--- src/rtl/excf_pkg.sv ---
package excf_pkg;
  localparam int unsigned LW_W        = 32;
  localparam int unsigned HW_W        = 16;
  localparam int unsigned FRAME_WORDS = 8;
  localparam int unsigned FRAME_BYTES = FRAME_WORDS * 2;
  localparam int unsigned IDX_W       = $clog2(FRAME_WORDS);
  localparam int unsigned VOFF_W      = 12;
  localparam logic [3:0]  FRAME_FMT   = 4'b0100;

  typedef enum logic [1:0] {
    FC_READ_ERR     = 2'd0,
    FC_WR_PRECISE   = 2'd1,
    FC_WR_IMPRECISE = 2'd2,
    FC_FPU_OFF      = 2'd3
  } fault_class_e;

  typedef enum logic {
    ST_IDLE = 1'b0,
    ST_PUSH = 1'b1
  } seq_state_e;

  typedef logic [FRAME_WORDS-1:0][HW_W-1:0] frame_t;
endpackage

--- src/rtl/excf_field_sel.sv ---
module excf_field_sel
  import excf_pkg::*;
(
  input  logic [1:0]      fclass,
  input  logic [LW_W-1:0] fault_pc,
  input  logic [LW_W-1:0] next_pc,
  input  logic [LW_W-1:0] fault_addr,
  input  logic [LW_W-1:0] eff_addr,
  input  logic [LW_W-1:0] fslw,
  output logic [LW_W-1:0] pc_sel,
  output logic [LW_W-1:0] addr_sel,
  output logic [LW_W-1:0] tail_sel
);
  fault_class_e cls;
  assign cls = fault_class_e'(fclass);

  always_comb begin
    pc_sel   = fault_pc;
    addr_sel = fault_addr;
    tail_sel = fslw;
    unique case (cls)
      FC_READ_ERR:     pc_sel = fault_pc;
      FC_WR_PRECISE:   pc_sel = fault_pc;
      FC_WR_IMPRECISE: pc_sel = next_pc;
      FC_FPU_OFF: begin
        pc_sel   = next_pc;
        addr_sel = eff_addr;
        tail_sel = fault_pc;
      end
      default: pc_sel = fault_pc;
    endcase
  end
endmodule

--- src/rtl/excf_frame_pack.sv ---
module excf_frame_pack
  import excf_pkg::*;
#(
  parameter int unsigned VEC_W = 8
) (
  input  logic [HW_W-1:0]  sr,
  input  logic [VEC_W-1:0] vector,
  input  logic [LW_W-1:0]  pc_f,
  input  logic [LW_W-1:0]  addr_f,
  input  logic [LW_W-1:0]  tail_f,
  output frame_t           frame
);
  localparam int unsigned N_LW = 3;

  logic [VOFF_W-1:0]         voff;
  logic [N_LW-1:0][LW_W-1:0] lw;

  function automatic int unsigned lw_base(input int unsigned k);
    case (k)
      0:       lw_base = 1;
      1:       lw_base = 4;
      default: lw_base = 6;
    endcase
  endfunction

  assign voff = VOFF_W'(vector) << 2;
  assign lw   = {tail_f, addr_f, pc_f};

  always_comb begin
    frame    = '0;
    frame[0] = sr;
    frame[3] = {FRAME_FMT, voff};
    for (int unsigned k = 0; k < N_LW; k++) begin
      frame[lw_base(k)]     = lw[k][LW_W-1:HW_W];
      frame[lw_base(k) + 1] = lw[k][HW_W-1:0];
    end
  end
endmodule

--- src/rtl/excf_seq.sv ---
module excf_seq
  import excf_pkg::*;
(
  input  logic             clk,
  input  logic             rst_ni,
  input  logic             start,
  input  logic             mem_ready,
  output logic             push_active,
  output logic [IDX_W-1:0] idx,
  output logic             finish,
  output logic             done
);
  localparam logic [IDX_W-1:0] LAST_IDX = IDX_W'(FRAME_WORDS - 1);

  seq_state_e       st_q, st_d;
  logic [IDX_W-1:0] idx_q, idx_d;
  logic             done_q, done_d;
  logic             accept;

  assign accept = (st_q == ST_PUSH) && mem_ready;
  assign finish = accept && (idx_q == LAST_IDX);

  always_comb begin
    st_d   = st_q;
    idx_d  = idx_q;
    done_d = 1'b0;
    unique case (st_q)
      ST_IDLE: if (start) begin
        st_d  = ST_PUSH;
        idx_d = '0;
      end
      ST_PUSH: if (accept) begin
        if (idx_q == LAST_IDX) begin
          st_d   = ST_IDLE;
          done_d = 1'b1;
        end else begin
          idx_d = idx_q + 1'b1;
        end
      end
      default: st_d = ST_IDLE;
    endcase
  end

  always_ff @(posedge clk or negedge rst_ni) begin
    if (!rst_ni) begin
      st_q   <= ST_IDLE;
      idx_q  <= '0;
      done_q <= 1'b0;
    end else begin
      st_q   <= st_d;
      idx_q  <= idx_d;
      done_q <= done_d;
    end
  end

  assign push_active = (st_q == ST_PUSH);
  assign idx         = idx_q;
  assign done        = done_q;
endmodule

--- src/rtl/excf_frame_writer.sv ---
module excf_frame_writer
  import excf_pkg::*;
#(
  parameter int unsigned ADDR_W = 32,
  parameter int unsigned VEC_W  = 8
) (
  input  logic              clk,
  input  logic              rst_n,
  input  logic              req_valid,
  input  logic [1:0]        req_class,
  input  logic [15:0]       sr_in,
  input  logic [ADDR_W-1:0] sp_in,
  input  logic [VEC_W-1:0]  vector_in,
  input  logic [31:0]       fault_pc_in,
  input  logic [31:0]       next_pc_in,
  input  logic [31:0]       fault_addr_in,
  input  logic [31:0]       ea_in,
  input  logic [31:0]       fslw_in,
  output logic              mem_valid,
  output logic [ADDR_W-1:0] mem_addr,
  output logic [15:0]       mem_data,
  input  logic              mem_ready,
  output logic              busy,
  output logic              done,
  output logic [ADDR_W-1:0] sp_out
);
  localparam logic [ADDR_W-1:0] FRAME_SIZE = ADDR_W'(FRAME_BYTES);

  // reset: asserted asynchronously, released on the clock
  logic [1:0] rst_sync_q;
  logic       rst_ni;

  always_ff @(posedge clk or negedge rst_n) begin
    if (!rst_n) rst_sync_q <= 2'b00;
    else        rst_sync_q <= {rst_sync_q[0], 1'b1};
  end
  assign rst_ni = rst_sync_q[1];

  logic [LW_W-1:0]  pc_sel, addr_sel, tail_sel;
  frame_t           frame_d, frame_q;
  logic [ADDR_W-1:0] base_q, sp_out_q;
  logic             load, finish, push_active;
  logic [IDX_W-1:0] idx;

  excf_field_sel u_sel (
    .fclass     (req_class),
    .fault_pc   (fault_pc_in),
    .next_pc    (next_pc_in),
    .fault_addr (fault_addr_in),
    .eff_addr   (ea_in),
    .fslw       (fslw_in),
    .pc_sel     (pc_sel),
    .addr_sel   (addr_sel),
    .tail_sel   (tail_sel)
  );

  excf_frame_pack #(.VEC_W(VEC_W)) u_pack (
    .sr     (sr_in),
    .vector (vector_in),
    .pc_f   (pc_sel),
    .addr_f (addr_sel),
    .tail_f (tail_sel),
    .frame  (frame_d)
  );

  assign load = req_valid && !push_active;

  excf_seq u_seq (
    .clk         (clk),
    .rst_ni      (rst_ni),
    .start       (load),
    .mem_ready   (mem_ready),
    .push_active (push_active),
    .idx         (idx),
    .finish      (finish),
    .done        (done)
  );

  always_ff @(posedge clk or negedge rst_ni) begin
    if (!rst_ni) begin
      frame_q <= '0;
      base_q  <= '0;
    end else if (load) begin
      frame_q <= frame_d;
      base_q  <= sp_in - FRAME_SIZE;
    end
  end

  always_ff @(posedge clk or negedge rst_ni) begin
    if (!rst_ni)     sp_out_q <= '0;
    else if (finish) sp_out_q <= base_q;
  end

  assign mem_valid = push_active;
  assign mem_addr  = base_q + ADDR_W'({idx, 1'b0});
  assign mem_data  = frame_q[idx];
  assign busy      = push_active;
  assign sp_out    = sp_out_q;
endmodule

--- config.mk ---
export PLATFORM = sky130hd
export DESIGN_NAME = excf_frame_writer
export DESIGN_NICKNAME = d
export VERILOG_FILES = /design/src/rtl/excf_pkg.sv /design/src/rtl/excf_field_sel.sv /design/src/rtl/excf_frame_pack.sv /design/src/rtl/excf_seq.sv /design/src/rtl/excf_frame_writer.sv
export SDC_FILE = /design/constraint.sdc
export NUM_CORES = 1
export LEC_CHECK = 0
export ABC_AREA = 1
export CORE_MARGIN = 2
export CORE_UTILIZATION = 44
export DETAILED_ROUTE_END_ITERATION = 16
export HOLD_SLACK_MARGIN = 0.1
export PLACE_DENSITY_LB_ADDON = 0.05
export REMOVE_ABC_BUFFERS = 1
export SLEW_MARGIN = 30
export SYNTH_ARGS = -nofsm -noshare
export SYNTH_HDL_FRONTEND = slang
export SYNTH_SLANG_ARGS = --single-unit
--- constraint.sdc ---
create_clock -name clk -period 5.8 [get_ports clk]
set_input_delay 1.16 -clock clk [delete_from_list [all_inputs] [get_ports clk]]
set_output_delay 1.16 -clock clk [all_outputs]
set_load 0.01 [all_outputs]
==> summary.txt, run 1 <==
TritonCTS Buffers = 17
CP delay by family, top = flip-flops
fin crit share = 0.7290
leakage = 6.222 nW
CP Capture Type = output port
Worst Hold Path Cells = 0
Die X = 158.3 µm
slew margin rel. = 0.3895
Hold Path Origin = rst_sync_q[0]$_DFF_PN0_
Final min period = 4.228 ns
RSZ-0062 raised after global routing = false
post-synthesis instance total = 1400
CTS resizes = 0
critical path required time = 4.64 ns
Buf/Inv on CP = 1
run status = finished, final reports clean
Reg2Reg Depth = 7
CP cell instances = ha_1 > or2_2 > nand2_1 > nor2_1 > nand2_1 > xor2_1 > clkdlybuf4s50_1
# DRC = 0
FF+latch count, synth = 192
synthesized area = 0.01048 mm²
CTS root buf = clkbuf_16
Max Cap Viol = 0
nets = 1883
clock transition at the registers of the reported paths = 0.08 ns
WHS Endpoint = rst_sync_q[1]$_DFF_PN0_
Total GRT Usage = 0.2690
first-pass GRT wire length = 52410 µm
Post-Syn Area per Cell = 7.482 µm²
share of cells above drive strength 1 = 0.04799
Placed Cells = 1954
post-CTS setup buffer count = 0
Area Growth Syn to Fin = 36.38%
CP max-delay cell = dfrtp_1
Worst-Skew Late Latency = 0.44 ns
Highest Clock Rate = 236.5 MHz
CP arrival = 3.07 ns
CTS H-Tree Depth = 4
Vias per Instance = 5.194
FILL cells = 2217
CTS tree = done
largest stage delay on the critical path = 0.78 ns
Unique masters post-synth = 35
Vias = 10320
skew final = 0.01737 ns
HPWL Detailed = 23230 µm
Final Util = 0.6105
most frequent cells in the layout = 322 x nand2_1, 304 x clkdlybuf4s50_1, 216 x o21ai_0
# setup viols final = 0
PD cells = 467.9 mW/mm²
Non-Filler Instances = 1987
vias in the first global route = 10050
Top Ports = 305
WL/cell = 16.77 µm
post-synthesis sequential area ratio = 0.4587
Detail Route Antenna Nets = 0
Hold WC Path Type = reg2reg
largest net degree at the start of global routing = 207
r2r setup slk = 3.25 ns
FF-to-FF End = sp_out[22]$_DFFE_PN0P_
Worst IR Drop VDD = 0.0002427 V
grt total ovfl = 0
worst r2r src = u_seq.idx[0]$_DFFE_PN0P_
hold buffer count at CTS = 0
Synth warnings = 0
Crit path top cell by count = nand2_1
endpoints failing hold = 0
Slew @ Worst Pin = 0.9145 ns
CTS Sinks = 192
Core ar. = 0.02340 mm²
die outline height = 158.3 µm
Row Count = 56
initial DRC count = 731
Max Root-Sink Buffers = 2
max-slew violation count = 0
global placement routability congestion = 0.8919
CP max FO = 17
Startpoint Class = register
antenna violations before repair = 1
die footprint = 0.02506 mm²
Starting Density = 0.4476
first-pass detailed-route iteration total = 5
commonest non-fill, non-tap cell in the layout = nand2_1
PortBufs = 304
WL final = 33320 µm
setup tns final = 0 ns
critical setup path kind = reg2out
==> worst register-to-register path, cell delays in order, from the launching register on <==
cell and delay, ns:
dfrtp_2 0.43, buf_4 0.32, ha_1 0.30, ha_1 0.20, inv_1 0.15, nor2_8 0.09, inv_2 0.66, o21ai_0 0.25
==> final cells by class <==
class	count	area (µm²)	area share
timing repair buffer	314	3143	0.2200
clock inverter	11	180.2	0.01261
clock buffer	21	460.4	0.03223
antenna	1	2.502	0.0001752
tap	319	399.1	0.02794
multi-input combinational	1018	4870	0.3409
inverter	111	421.7	0.02951
sequential	192	4810	0.3367
==> metrics by stage <==
| step | hold WS (ns) | worst slack, ns | cell area, µm² | power [W] |
|---|---|---|---|---|
| global route | 0.3727 | 1.429 | 14290 | 0.007177 |
| CTS | 0.3656 | 1.552 | 14280 | 0.006716 |
| finish | 0.3632 | 1.572 | 14290 | 0.006684 |
| floorplan | 0.3312 | 0.05363 | 10090 | 0.003937 |
| detailed placement | 0.3435 | 2.015 | 13640 | 0.005418 |
| global placement | 0.3355 | 2.038 | 13640 | 0.005370 |
==> metal layers <==
| metal | up-vias | share of wire | track usage | wire [µm] |
|---|---|---|---|---|
| met2 | 371 | 0.47 | 0.4427 | 15650 |
| li1 | 5097 | - | - | - |
| met1 | 4809 | 0.43 | 0.3580 | 14440 |
| met3 | 43 | 0.073 | 0.05689 | 2419 |
| met4 | 0 | 0.024 | 0.08237 | 809 |
| met5 | - | 0 | 0 | 0 |
==> state kept, by name (all words and copies together), names as in the netlist <==
name and cells:
base_q 32, frame_q 121, rst_sync_q 2, sp_out 32
u_seq.done 1, u_seq.idx 3, u_seq.push_active 1
==> synth_stat cells <==
library cell,number,area (µm²)
a21oi_1,51,255.2
a31oi_1,22,137.6
and2_1,1,6.260
buf_1,1,3.750
buf_2,33,165.2
buf_4,5,37.54
buf_6,4,45.04
clkbuf_1,36,135.1
clkinv_1,1,3.750
conb_1,1,3.750
dfrtp_1,192,4805
fa_1,1,20.02
ha_1,6,75.07
inv_1,103,386.6
inv_2,7,26.28
nand2_1,323,1212
nand2_2,6,37.54
nand3_1,28,140.1
nand3b_1,5,37.54
nand4_1,11,68.82
nor2_1,199,747.0
nor2_2,5,31.28
nor2_4,6,67.56
nor2_8,1,20.02
nor3_1,5,25.02
nor3_2,3,30.03
nor3_4,1,16.27
o21ai_0,216,1081
o21ai_1,32,160.2
o21ai_2,5,43.79
o21bai_1,4,30.03
o22ai_1,50,312.8
or2_2,3,18.77
xnor2_1,3,26.28
xor2_1,30,262.8
==> where the power goes <==
group | internal, W | switching [W]
sequential | 0.00198 | 0.000430
combinational | 0.00140 | 0.00158
clock | 0.000752 | 0.000533
total | 0.00414 | 0.00255
==> cell families (layout without fill, tap and decap cells) <==
logic type | after synthesis | in the layout | share of synthesized area
other | 1 | 2 | 0.0003580
flip-flops | 192 | 192 | 0.4587
buffers and inverters | 190 | 457 | 0.07668
adder cells (fa/ha/maj) | 7 | 7 | 0.009078
AND/OR/NAND/NOR | 597 | 597 | 0.2347
AO/OA/AOI/OAI | 380 | 380 | 0.1929
XOR/XNOR | 33 | 33 | 0.02759
==> how the worst max path moves through the flow <==
stage / slack [ns] / end / start / cells past startpoint
6_report: 1.57 / mem_addr[28] / u_seq.idx[2]$_DFFE_PN0P_ / 7
5_1_grt: 1.43 / mem_data[7] / u_seq.idx[2]$_DFFE_PN0P_ / 3
4_1_cts: 1.55 / mem_addr[28] / u_seq.idx[2]$_DFFE_PN0P_ / 7
3_5_place_dp: 2.02 / mem_addr[28] / u_seq.idx[2]$_DFFE_PN0P_ / 7
3_3_place_gp: 2.04 / mem_addr[28] / u_seq.idx[2]$_DFFE_PN0P_ / 7
2_1_floorplan: 0.05 / base_q[0]$_DFFE_PN0P_ / rst_sync_q[1]$_DFF_PN0_ / 0
Note: power is estimated with default switching activity, not from simulation.
==> run 2, diff against run 1 <==
CORE_UTILIZATION = 48   (was 44)
clock period = 4.05 ns   (was 5.8 ns; I/O delays follow)
==> summary.txt, run 2 (synthesis results as in run 1) <==
run status = finished, final reports clean
Int Pwr = 0.005942 W (+44%)
Hold WC Path Type = reg2async
hold buffer count at CTS = 0 (unchanged)
initial DRC count = 735 (+0.55%)
Placed Cells = 1922 (-1.6%)
Max Cap Viol = 0 (unchanged)
WL final = 32630 µm (-2.1%)
endpoints failing hold = 0 (unchanged)
largest net degree at the start of global routing = 207 (unchanged)
leakage = 6.275 nW (+0.84%)
slew margin rel. = 0.3772 (-0.01222)
die footprint = 0.02302 mm² (-8.1%)
antenna violations before repair = 3 (+2)
NetSw = 0.003660 W (+44%)
Starting Density = 0.4845 (+0.03689)
RSZ-0062 raised after global routing = false
CP delay by family, top = simple AND/OR/NAND/NOR gates
critical path required time = 3.24 ns (-1.40 ns)
max reg flops = 121 (unchanged)
Die X = 151.7 µm (-4.2%)
Top Ports = 305 (unchanged)
Core ar. = 0.02162 mm² (-7.6%)
Non-Filler Instances = 1957 (-1.5%)
FILL cells = 1910 (-14%)
max-slew violation count = 0 (unchanged)
WL/cell = 16.68 µm (-0.55%)
critical setup path kind = reg2out
CP max-delay cell = clkdlybuf4s50_1
die outline height = 151.7 µm (-4.2%)
global placement routability congestion = 0.9583 (+7.4%)
Startpoint Class = register
CTS Sinks = 192 (unchanged)
Final min period = 3.685 ns
CTS resizes = 0 (unchanged)
Max Root-Sink Buffers = 2 (unchanged)
HPWL Detailed = 22880 µm (-1.5%)
vias in the first global route = 9840 (-2.1%)
commonest non-fill, non-tap cell in the layout = nand2_1
# setup viols final = 0 (unchanged)
Flop pwr share = 0.360 (about the same)
# DRC = 0 (unchanged)
Top reg by flops = frame_q
CP max FO = 12 (-5)
most frequent cells in the layout = 322 x nand2_1, 304 x clkdlybuf4s50_1, 216 x o21ai_0
Row Count = 54 (-3.6%)
CP Capture Type = output port
Sw Share = 0.3812 (about the same)
Vias = 10340 (+0.22%)
TritonCTS Buffers = 17 (unchanged)
Worst IR Drop VDD = 0.0004337 V (+79%)
CTS tree = done
grt total ovfl = 0 (unchanged)
Worst-Skew Late Latency = 0.43 ns (about the same)
CTS H-Tree Depth = 4 (unchanged)
nets = 1890 (+0.37%)
Crit path top cell by count = nor2_2
post-CTS setup buffer count = 0 (unchanged)
Total GRT Usage = 0.2847 (+0.01571)
first-pass GRT wire length = 51070 µm (-2.6%)
Buf/Inv on CP = 1 (unchanged)
CP cell instances = ha_1 > fa_1 > a21oi_1 > nor2_2 > nand3_1 > nor2_2 > xor2_1 > clkdlybuf4s50_1
Highest Clock Rate = 271.4 MHz
CP arrival = 2.87 ns (-0.20 ns)
clock transition at the registers of the reported paths = 0.07 ns (about the same)
first-pass detailed-route iteration total = 5 (unchanged)
CTS root buf = clkbuf_16
Detail Route Antenna Nets = 0 (unchanged)
PortBufs = 304 (unchanged)
Comb pwr share = 0.451 (+0.004)
largest stage delay on the critical path = 0.55 ns (-0.23 ns)
clock power share = 0.190 (-0.002)
Slew @ Worst Pin = 0.9328 ns (+0.01830 ns)
Vias per Instance = 5.285 (+1.8%)
Final Util = 0.6614 (+0.05094)
PD cells = 671.5 mW/mm² (+44%)
skew final = 0.01269 ns (-0.004676 ns)
fin crit share = 0.9098
Area Growth Syn to Fin = 36.51% (about the same)
share of cells above drive strength 1 = 0.05257 (+0.004578)
[run 2: cell count changes in the layout (fill, tap and decap cells not counted), sizes merged]
cell,before,now
clkinv,5,6
diode,1,3
clkinvlp,3,1
clkbuf,21,19
inv,110,113
buf,10,17
[run 2: stage by stage]
step	area (µm²)	power [W]	setup WS [ns]	setup TNS [ns]	hold WS [ns]
floorplan	10090	0.005639	-1.696	-343.88	0.3312
global placement	13670	0.007684	0.9117	0	0.3344
detailed placement	13670	0.007782	0.8268	0	0.3368
CTS	14290	0.009619	0.3592	0	0.3486
global route	14300	0.01030	0.2207	0	0.3693
finish	14300	0.009603	0.3653	0	0.3325
[run 2: power by group through the flow]
stage / combinational, W / clock (W) / sequential (W)
floorplan: 0.00219 / 0 / 0.00345
detailed placement: 0.00432 / 0 / 0.00347
global placement: 0.00425 / 0 / 0.00344
CTS: 0.00434 / 0.00184 / 0.00344
finish: 0.00433 / 0.00182 / 0.00345
global route: 0.00482 / 0.00192 / 0.00356
[run 2: final timing paths]
check / slack (ns) / depth (start not counted) / start / endpoint
setup / recovery: 0.37 / 8 / u_seq.idx[0]$_DFFE_PN0P_ / mem_addr[15]
hold / removal: 0.33 / 0 / rst_sync_q[1]$_DFF_PN0_ / frame_q[121]$_DFFE_PN0P_
setup reg to reg: 1.45 / 7 / u_seq.idx[0]$_DFFE_PN0P_ / sp_out[22]$_DFFE_PN0P_
hold reg to reg: 0.33 / 0 / rst_sync_q[1]$_DFF_PN0_ / frame_q[121]$_DFFE_PN0P_
max in group asynchronous: 2.77 / 1 / rst_sync_q[1]$_DFF_PN0_ / frame_q[118]$_DFFE_PN0P_
min in group clk: 0.35 / 0 / rst_sync_q[0]$_DFF_PN0_ / rst_sync_q[1]$_DFF_PN0_
[run 2: area by class of cell]
type	instances	area, µm²	area share
tap	280	350.3	0.02450
timing repair buffer	321	3221	0.2252
inverter	111	416.7	0.02914
sequential	192	4810	0.3363
antenna	3	7.507	0.0005250
clock inverter	13	182.7	0.01277
clock buffer	19	442.9	0.03097
multi-input combinational	1018	4870	0.3405
[run 2: layer usage]
| layer | GRT usage | wire length [µm] | part of all wire |
|---|---|---|---|
| met2 | 0.4628 | 15580 | 0.48 |
| met3 | 0.05569 | 2294 | 0.070 |
| met4 | 0.09491 | 694 | 0.021 |
| met1 | 0.3835 | 14070 | 0.43 |
| met5 | 0 | 0 | 0 |
[run 2: worst reg2reg max path: stages, from the launching register on]
cell     delay (ns)
dfrtp_2        0.49
buf_4          0.32
ha_1           0.29
ha_1           0.21
inv_1          0.15
nor2_8         0.09
inv_2          0.68
o21ai_0        0.21
==> run 3, diff against run 2 <==
CORE_UTILIZATION = 52   (was 48)
clock period = 4.5 ns   (was 4.05 ns; I/O delays follow)
==> summary.txt, run 3 (synthesis results as in run 1) <==
run status = finished, final reports clean
nets = 1885 (-0.26%)
Setup WS post-layout = 0.5141 ns (+0.1489 ns)
# DRC = 0 (unchanged)
Starting Density = 0.5347 (+0.05022)
slew margin rel. = 0.3405 (-0.03673)
grt total ovfl = 0 (unchanged)
max-slew violation count = 0 (unchanged)
Top reg by flops = frame_q
antenna violations before repair = 3 (unchanged)
Placed Cells = 1901 (-1.1%)
initial DRC count = 788 (+7.2%)
endpoints failing hold = 0 (unchanged)
Detail Route Antenna Nets = 0 (unchanged)
Die X = 145.9 µm (-3.8%)
most frequent cells in the layout = 322 x nand2_1, 304 x clkdlybuf4s50_1, 216 x o21ai_0
critical setup path kind = reg2out
Total GRT Usage = 0.3077 (+0.02299)
clock transition at the registers of the reported paths = 0.08 ns (about the same)
Place WS = 0.9920 ns (+0.1653 ns)
Vias per Instance = 5.479 (+3.7%)
CP max FO = 17 (+5)
PD cells = 600.6 mW/mm² (-11%)
fin crit share = 0.8857
CTS tree = done
Slew @ Worst Pin = 0.9892 ns (+0.05646 ns)
TritonCTS Buffers = 17 (unchanged)
WL/cell = 16.94 µm (+1.6%)
share of cells above drive strength 1 = 0.05033 (-0.002239)
CP arrival = 3.09 ns (+0.22 ns)
post-CTS setup buffer count = 0 (unchanged)
leakage = 6.221 nW (-0.86%)
RSZ-0062 raised after global routing = false
Area Growth Syn to Fin = 35.55%
Top Ports = 305 (unchanged)
Hold WC Path Type = reg2async
first-pass GRT wire length = 52790 µm (+3.4%)
critical path required time = 3.60 ns (+0.36 ns)
Core ar. = 0.01959 mm² (-9.4%)
PortBufs = 304 (unchanged)
CP Capture Type = output port
Highest Clock Rate = 250.9 MHz
commonest non-fill, non-tap cell in the layout = nand2_1
WL final = 32780 µm (+0.45%)
HPWL Detailed = 22970 µm (+0.37%)
largest net degree at the start of global routing = 207 (unchanged)
global placement routability congestion = 0.9229 (-3.7%)
CTS H-Tree Depth = 4 (unchanged)
Row Count = 51 (-5.6%)
CTS Sinks = 192 (unchanged)
Final Util = 0.7248 (+0.06339)
# setup viols final = 0 (unchanged)
vias in the first global route = 10470 (+6.4%)
max reg flops = 121 (unchanged)
CTS root buf = clkbuf_16
skew final = 0.01001 ns (-0.002679 ns)
first-pass detailed-route iteration total = 5 (unchanged)
CTS resizes = 0 (unchanged)
Max Cap Viol = 0 (unchanged)
setup tns final = 0 ns (unchanged)
Startpoint Class = register
Vias = 10600 (+2.5%)
Final min period = 3.986 ns
Worst-Skew Late Latency = 0.44 ns (about the same)
Pwr Total = 0.008528 W (-11%)
die footprint = 0.02130 mm² (-7.5%)
Worst IR Drop VDD = 0.0003739 V (-14%)
hold buffer count at CTS = 0 (unchanged)
die outline height = 145.9 µm (-3.8%)
Max Root-Sink Buffers = 2 (unchanged)
Non-Filler Instances = 1935 (-1.1%)
-- run 3: changes by cell type in the layout (fill, tap and decap cells not counted), moves of 2 or more --
cell / previous run / this run
buf_12: 4 / 2
buf_4: 13 / 9
bufinv_16: 4 / 1
clkinv_2: 4 / 1
clkinv_4: 1 / 3
clkinvlp_4: 1 / 3
diode_2: 3 / 1
inv_8: 0 / 3
-- run 3: final timing paths --
path / from / cells past startpoint / endpoint / slack (ns)
worst max-delay path: u_seq.idx[2]$_DFFE_PN0P_ / 7 / mem_addr[28] / 0.51
worst min-delay path: rst_sync_q[1]$_DFF_PN0_ / 0 / frame_q[57]$_DFFE_PN0P_ / 0.23
worst min register to register: rst_sync_q[1]$_DFF_PN0_ / 0 / frame_q[57]$_DFFE_PN0P_ / 0.23
worst max register to register: u_seq.idx[0]$_DFFE_PN0P_ / 7 / sp_out[9]$_DFFE_PN0P_ / 1.90
max in group asynchronous: rst_sync_q[1]$_DFF_PN0_ / 2 / frame_q[117]$_DFFE_PN0P_ / 3.14
min in group clk: rst_sync_q[0]$_DFF_PN0_ / 0 / rst_sync_q[1]$_DFF_PN0_ / 0.38
-- run 3: layout make-up --
class,count,area (µm²)
Antenna cell,1,2.502
Fill cell,1656,5391
Multi-Input combinational cell,1018,4870
Clock inverter,14,151.4
Tap cell,265,331.6
Timing Repair Buffer,316,3178
Sequential cell,192,4810
Inverter,111,416.7
Clock buffer,18,439.2
-- run 3: report_power, final --
part / switching [W] / total, W / internal (W)
combinational: 0.00205 / 0.00386 / 0.00181
sequential: 0.000585 / 0.00314 / 0.00255
clock: 0.000728 / 0.00153 / 0.000799
total: 0.00336 / 0.00853 / 0.00517
-- run 3: through the flow --
stage | hold slack, ns | area [µm²]
floorplan | 0.3312 | 10090
global placement | 0.3357 | 13580
detailed placement | 0.3722 | 13580
CTS | 0.3892 | 14170
global route | 0.2622 | 14200
finish | 0.2277 | 14200
-- run 3: layer usage --
| layer | vias to the layer above | GRT usage | wire (µm) |
|---|---|---|---|
| met5 | - | 0 | 0 |
| met4 | 0 | 0.1000 | 758 |
| met3 | 64 | 0.07868 | 3074 |
| met2 | 520 | 0.5099 | 15500 |
| met1 | 4915 | 0.3962 | 13440 |
| li1 | 5102 | - | - |
-- run 3: worst max-delay path: stages (launching register included) --
cell and delay, ns:
dfrtp_1 0.74, ha_1 0.39, or2_2 0.31, nand2_1 0.21
nor2_1 0.11, nand2_1 0.09, xor2_1 0.22, clkdlybuf4s50_1 0.57
